--- src/rtl/irq_status_pkg.sv ---
package irq_status_pkg;
  localparam int DATA_W   = 16;
  localparam int SEL_W    = 2;
  localparam int NUM_VEC  = 5;
  localparam int VEC_W    = $clog2(NUM_VEC + 1);

  localparam int BIT_BUSY = 12;

  localparam logic [DATA_W-1:0] ENABLE_MASK = 16'h601F;
  localparam logic [DATA_W-1:0] STORE_MASK  = 16'h6F1F;

  localparam logic [SEL_W-1:0] SEL_ENABLE = 2'd0;
  localparam logic [SEL_W-1:0] SEL_STATUS = 2'd1;
  localparam logic [SEL_W-1:0] SEL_VECTOR = 2'd2;

  typedef struct packed {
    logic              wrEnable;
    logic              wrStatus;
    logic              rdVector;
    logic [SEL_W-1:0]  rdSel;
    logic [DATA_W-1:0] wdata;
  } ctrlStrobes_t;
endpackage

--- src/rtl/irq_status_ctrl.sv ---
module irq_status_ctrl
  import irq_status_pkg::*;
(
  input  logic [SEL_W-1:0]  regSel,
  input  logic              regWr,
  input  logic              regRd,
  input  logic [DATA_W-1:0] regWdata,
  output ctrlStrobes_t      strobes
);
  always_comb begin
    strobes.wrEnable = regWr && (regSel == SEL_ENABLE);
    strobes.wrStatus = regWr && (regSel == SEL_STATUS);
    strobes.rdVector = regRd && (regSel == SEL_VECTOR);
    strobes.rdSel    = regSel;
    strobes.wdata    = regWdata;
  end
endmodule

--- src/rtl/irq_status_datapath.sv ---
module irq_status_datapath
  import irq_status_pkg::*;
(
  input  logic              clk,
  input  logic              rstN,
  input  ctrlStrobes_t      strobes,
  input  logic [DATA_W-1:0] eventVec,
  input  logic              busBusy,
  output logic [DATA_W-1:0] statusQ,
  output logic [DATA_W-1:0] enableQ,
  output logic [DATA_W-1:0] rdata,
  output logic              irq
);
  logic [DATA_W-1:0] pending;
  logic [VEC_W-1:0]  vecCode;
  logic [DATA_W-1:0] vecOneHot;
  logic [DATA_W-1:0] clrMask;
  logic [DATA_W-1:0] statusNext;

  assign pending = statusQ & enableQ;

  // lowest-numbered pending event wins: scan downward so the last hit is the lowest
  always_comb begin
    vecCode   = '0;
    vecOneHot = '0;
    for (int i = NUM_VEC - 1; i >= 0; i--) begin
      if (pending[i]) begin
        vecCode   = VEC_W'(i + 1);
        vecOneHot = DATA_W'(1) << i;
      end
    end
  end

  always_comb begin
    clrMask = '0;
    if (strobes.wrStatus) clrMask = clrMask | strobes.wdata;
    if (strobes.rdVector) clrMask = clrMask | vecOneHot;
    // set has priority over clear
    statusNext = ((statusQ & ~clrMask) | eventVec) & STORE_MASK;
  end

  always_ff @(posedge clk or negedge rstN) begin
    if (!rstN) begin
      statusQ <= '0;
      enableQ <= '0;
    end else begin
      statusQ <= statusNext;
      if (strobes.wrEnable) enableQ <= strobes.wdata & ENABLE_MASK;
    end
  end

  always_comb begin
    unique case (strobes.rdSel)
      SEL_ENABLE: rdata = enableQ;
      SEL_STATUS: rdata = statusQ | (DATA_W'(busBusy) << BIT_BUSY);
      SEL_VECTOR: rdata = DATA_W'(vecCode);
      default:    rdata = '0;
    endcase
  end

  assign irq = |pending;
endmodule

--- src/rtl/irq_status_unit.sv ---
module irq_status_unit
  import irq_status_pkg::*;
(
  input  logic              clk,
  input  logic              rstN,
  input  logic [SEL_W-1:0]  regSel,
  input  logic              regWr,
  input  logic              regRd,
  input  logic [DATA_W-1:0] regWdata,
  output logic [DATA_W-1:0] regRdata,
  input  logic              evArbLost,
  input  logic              evNoAck,
  input  logic              evAccessRdy,
  input  logic              evRxRdy,
  input  logic              evTxRdy,
  input  logic              evAddrZero,
  input  logic              evAsSlave,
  input  logic              evTxUnder,
  input  logic              evRxOver,
  input  logic              evRxDrain,
  input  logic              evTxDrain,
  input  logic              busBusy,
  output logic              irq
);
  ctrlStrobes_t      strobes;
  logic [DATA_W-1:0] eventVec;
  logic [DATA_W-1:0] statusQ;
  logic [DATA_W-1:0] enableQ;

  always_comb begin
    eventVec     = '0;
    eventVec[0]  = evArbLost;
    eventVec[1]  = evNoAck;
    eventVec[2]  = evAccessRdy;
    eventVec[3]  = evRxRdy;
    eventVec[4]  = evTxRdy;
    eventVec[8]  = evAddrZero;
    eventVec[9]  = evAsSlave;
    eventVec[10] = evTxUnder;
    eventVec[11] = evRxOver;
    eventVec[13] = evRxDrain;
    eventVec[14] = evTxDrain;
  end

  irq_status_ctrl u_ctrl (
    .regSel   (regSel),
    .regWr    (regWr),
    .regRd    (regRd),
    .regWdata (regWdata),
    .strobes  (strobes)
  );

  irq_status_datapath u_dp (
    .clk      (clk),
    .rstN     (rstN),
    .strobes  (strobes),
    .eventVec (eventVec),
    .busBusy  (busBusy),
    .statusQ  (statusQ),
    .enableQ  (enableQ),
    .rdata    (regRdata),
    .irq      (irq)
  );
endmodule

--- config.mk ---
export PLATFORM = sky130hd
export DESIGN_NAME = irq_status_unit
export DESIGN_NICKNAME = d
export VERILOG_FILES = /design/src/rtl/irq_status_pkg.sv /design/src/rtl/irq_status_ctrl.sv /design/src/rtl/irq_status_datapath.sv /design/src/rtl/irq_status_unit.sv
export SDC_FILE = /design/constraint.sdc
export NUM_CORES = 1
export LEC_CHECK = 0
export ABC_AREA = 1
export CORE_MARGIN = 5
export CORE_UTILIZATION = 36
export CTS_CLUSTER_DIAMETER = 40
export DETAILED_ROUTE_END_ITERATION = 7
export PLACE_DENSITY = 0.75
export REMOVE_ABC_BUFFERS = 1
export SLEW_MARGIN = 20
export SYNTH_ARGS = -nofsm -noshare
export SYNTH_HDL_FRONTEND = slang
export SYNTH_SLANG_ARGS = --single-unit
--- constraint.sdc ---
create_clock -name clk -period 1.13 [get_ports clk]
set_clock_uncertainty 0.15 [all_clocks]
set_input_delay 0.1695 -clock clk [delete_from_list [all_inputs] [get_ports clk]]
set_output_delay 0.1695 -clock clk [all_outputs]
set_load 0.03 [all_outputs]
==> metrics <==
outcome=finished with violations; failing checks=setup timing; layout cells sized above 1=0.357; DIE WIDTH=63.9 um; maximum clock path buffer count=2; Synth Cell Area=0.00104 mm^2; area growth from synthesis to layout=80.8%; sequential cell area=450 um^2; Critical Path AT=1360 ps; crit path time final=1680 ps; fillcell total=217; number of synthesized flops with an enable pin=0; routed vias/inst=4.84; peak supply drop=0.000854 V; first-pass GRT wire length=5520 um; fin cells=258; drt first pass iters=4; worst hold path type=in -> async; Crit Path Class=reg -> out; WP data required=810 ps; final setup violation count=16; routability cong.=0.858; fraction of registers with async set/reset=1.00; PwrDens=1070 mW/mm^2; dpl cells=242; Via Count=1250; n_diodes=0; vias in the first global route=1266; fin worst setup slack=-546 ps; Mapped Cells=148; Overall Power=2.02 mW; f_max=597 MHz; WL final=3380 um; static leakage=1.01 nW; Reg2Reg Depth=8; reg-to-reg endpoint=u_dp.statusQ[3]; final hold slack=38.8 ps; critical path endpoint category=output pin; Critical Path Start=u_dp.statusQ[2]; Rows=19; final net count=262; Seq cells post-synth=18; Synth area leader=dfrtp_1; Synth cell types=19; Pins Over Slew Limit=0; Tot GR Track Use=0.165; Top FF cell, synth=dfrtp_1; max_cap viols=0; # clock sinks=18; Critical Path End=regRdata[1]; DP Worst Slack=-553 ps; pin count of the biggest net entering global routing=19; detailed placer's ending HPWL=2310 um; initial cell density of the core=0.379; Placed Instance Area=0.00163 mm^2; Core ar.=0.00276 mm^2; DRC errors left=0; Yosys Warn Count=0; clk_lat worst skew=300 ps; unrepaired setup endpoints after global routing=yes; DRT antenna net count=0; initial antenna violation count=0; Final Hold Vio Count=0; DIE HEIGHT=63.9 um; final worst path period share=1.48; crit path max fanout=2; area occupied by multi-input gates=553 um^2; Non-Filler Cell Area, Final=0.00189 mm^2; R2R setup slack=-220 ps; reg2reg start=u_dp.statusQ[0]; cts hold-fix bufs=0; most frequent cell after synthesis=nand2_1; CTS buffer count=3; sequential fraction of the synthesis area=0.431; H-tree levels=1; average size of a mapped cell=7.06 um^2; IO Pins=51; CTS tree=done; top cell type's share of synthesized area=0.431; die area=0.00408 mm^2; DR WL/cell=13.1 um; CTS Root Cell=clkbuf_4; Setup crit start kind=flop; Port Buffers=41; Initial DRC Count=53; synth top area cells=dfrtp_1 (43%), nand2_1 (20%), inv_1 (8.6%); gr ovfl total=0; Synth top cells by count=nand2_1 (57), inv_1 (24), dfrtp_1 (18), nand3_1 (10), nor2_1 (10); Worst-path clk slew=110 ps
[metal layers]
metal | vias up | global-route usage | share of wire
met5 | - | 0 | 0
met2 | 48 | 0.313 | 0.52
met1 | 586 | 0.184 | 0.39
met4 | 0 | 0.0442 | 0.019
li1 | 609 | - | -
met3 | 7 | 0.0350 | 0.072
[kinds of logic after synthesis]
| family | Yosys count | share of synthesized area |
|---|---|---|
| flops | 18 | 0.431 |
| simple gates | 83 | 0.338 |
| buf+inv | 31 | 0.127 |
| compound gates | 15 | 0.101 |
| other cells | 1 | 0.00359 |
[critical path, cell delays in order, from the launching register on]
cell and delay [ps]:
dfrtp_1 390, nand2_2 70, nand2_2 90, buf_6 100
inv_2 30, o211ai_1 180, buf_4 200
[stage by stage]
stage / utilization / TNS, ps
after floorplan: - / -2410
after global placement: 0.592 / -14420
after detailed placement: 0.592 / -15150
after CTS: 0.662 / -4720
after global routing: 0.685 / -6090
final: 0.685 / -4980
[registers in the layout (all words and copies together), names as in the netlist]
name and flops:
u_dp.enableQ 7, u_dp.statusQ 11
[layout make-up]
| cell class | count | area share |
|---|---|---|
| multi-input cells | 103 | 0.293 |
| flip-flops and latches | 18 | 0.238 |
| inverters | 26 | 0.0517 |
| clock buffers | 4 | 0.0192 |
| well taps | 31 | 0.0205 |
| repair buffers | 76 | 0.377 |
[report_power, final]
part / total [mW] / switching, mW / internal [mW] / leakage (nW)
Combinational: 0.869 / 0.421 / 0.447 / 0.806
Clock: 0.411 / 0.215 / 0.197 / 0.0210
Sequential: 0.743 / 0.0422 / 0.701 / 0.188
[timing repair]
item	CTS	global route
setup buffers	6	4
gates resized for setup	48	14
pin swaps	15	12
cloned	2	0
endpoints found under the setup margin	31	23
[layout by cell type (no fill, tap or decap), drive strengths merged]
cell	synthesis	routed
o21bai	1	1
clkbuf	0	4
nor2	13	14
dlymetal6s2s	0	1
o211ai	1	1
nand4	2	2
dlygate4sd2	0	1
a21o	4	4
dfrtp	18	18
clkdlybuf4s50	0	24
buf	5	50
o21ai	5	5
nand2	58	58
inv	26	26
a22o	4	4
conb	1	4
nand3	10	10
[worst min path at each step]
stage	cells past startpoint	to	startpoint
2_1_floorplan	0	u_dp.enableQ[0]	rstN
3_3_place_gp	1	u_dp.statusQ[10]	u_dp.statusQ[10]
3_5_place_dp	1	u_dp.statusQ[11]	u_dp.statusQ[11]
4_1_cts	2	u_dp.statusQ[10]	rstN
5_1_grt	2	u_dp.statusQ[9]	rstN
6_report	2	u_dp.statusQ[9]	rstN
Power figures use the tool's default switching activity.
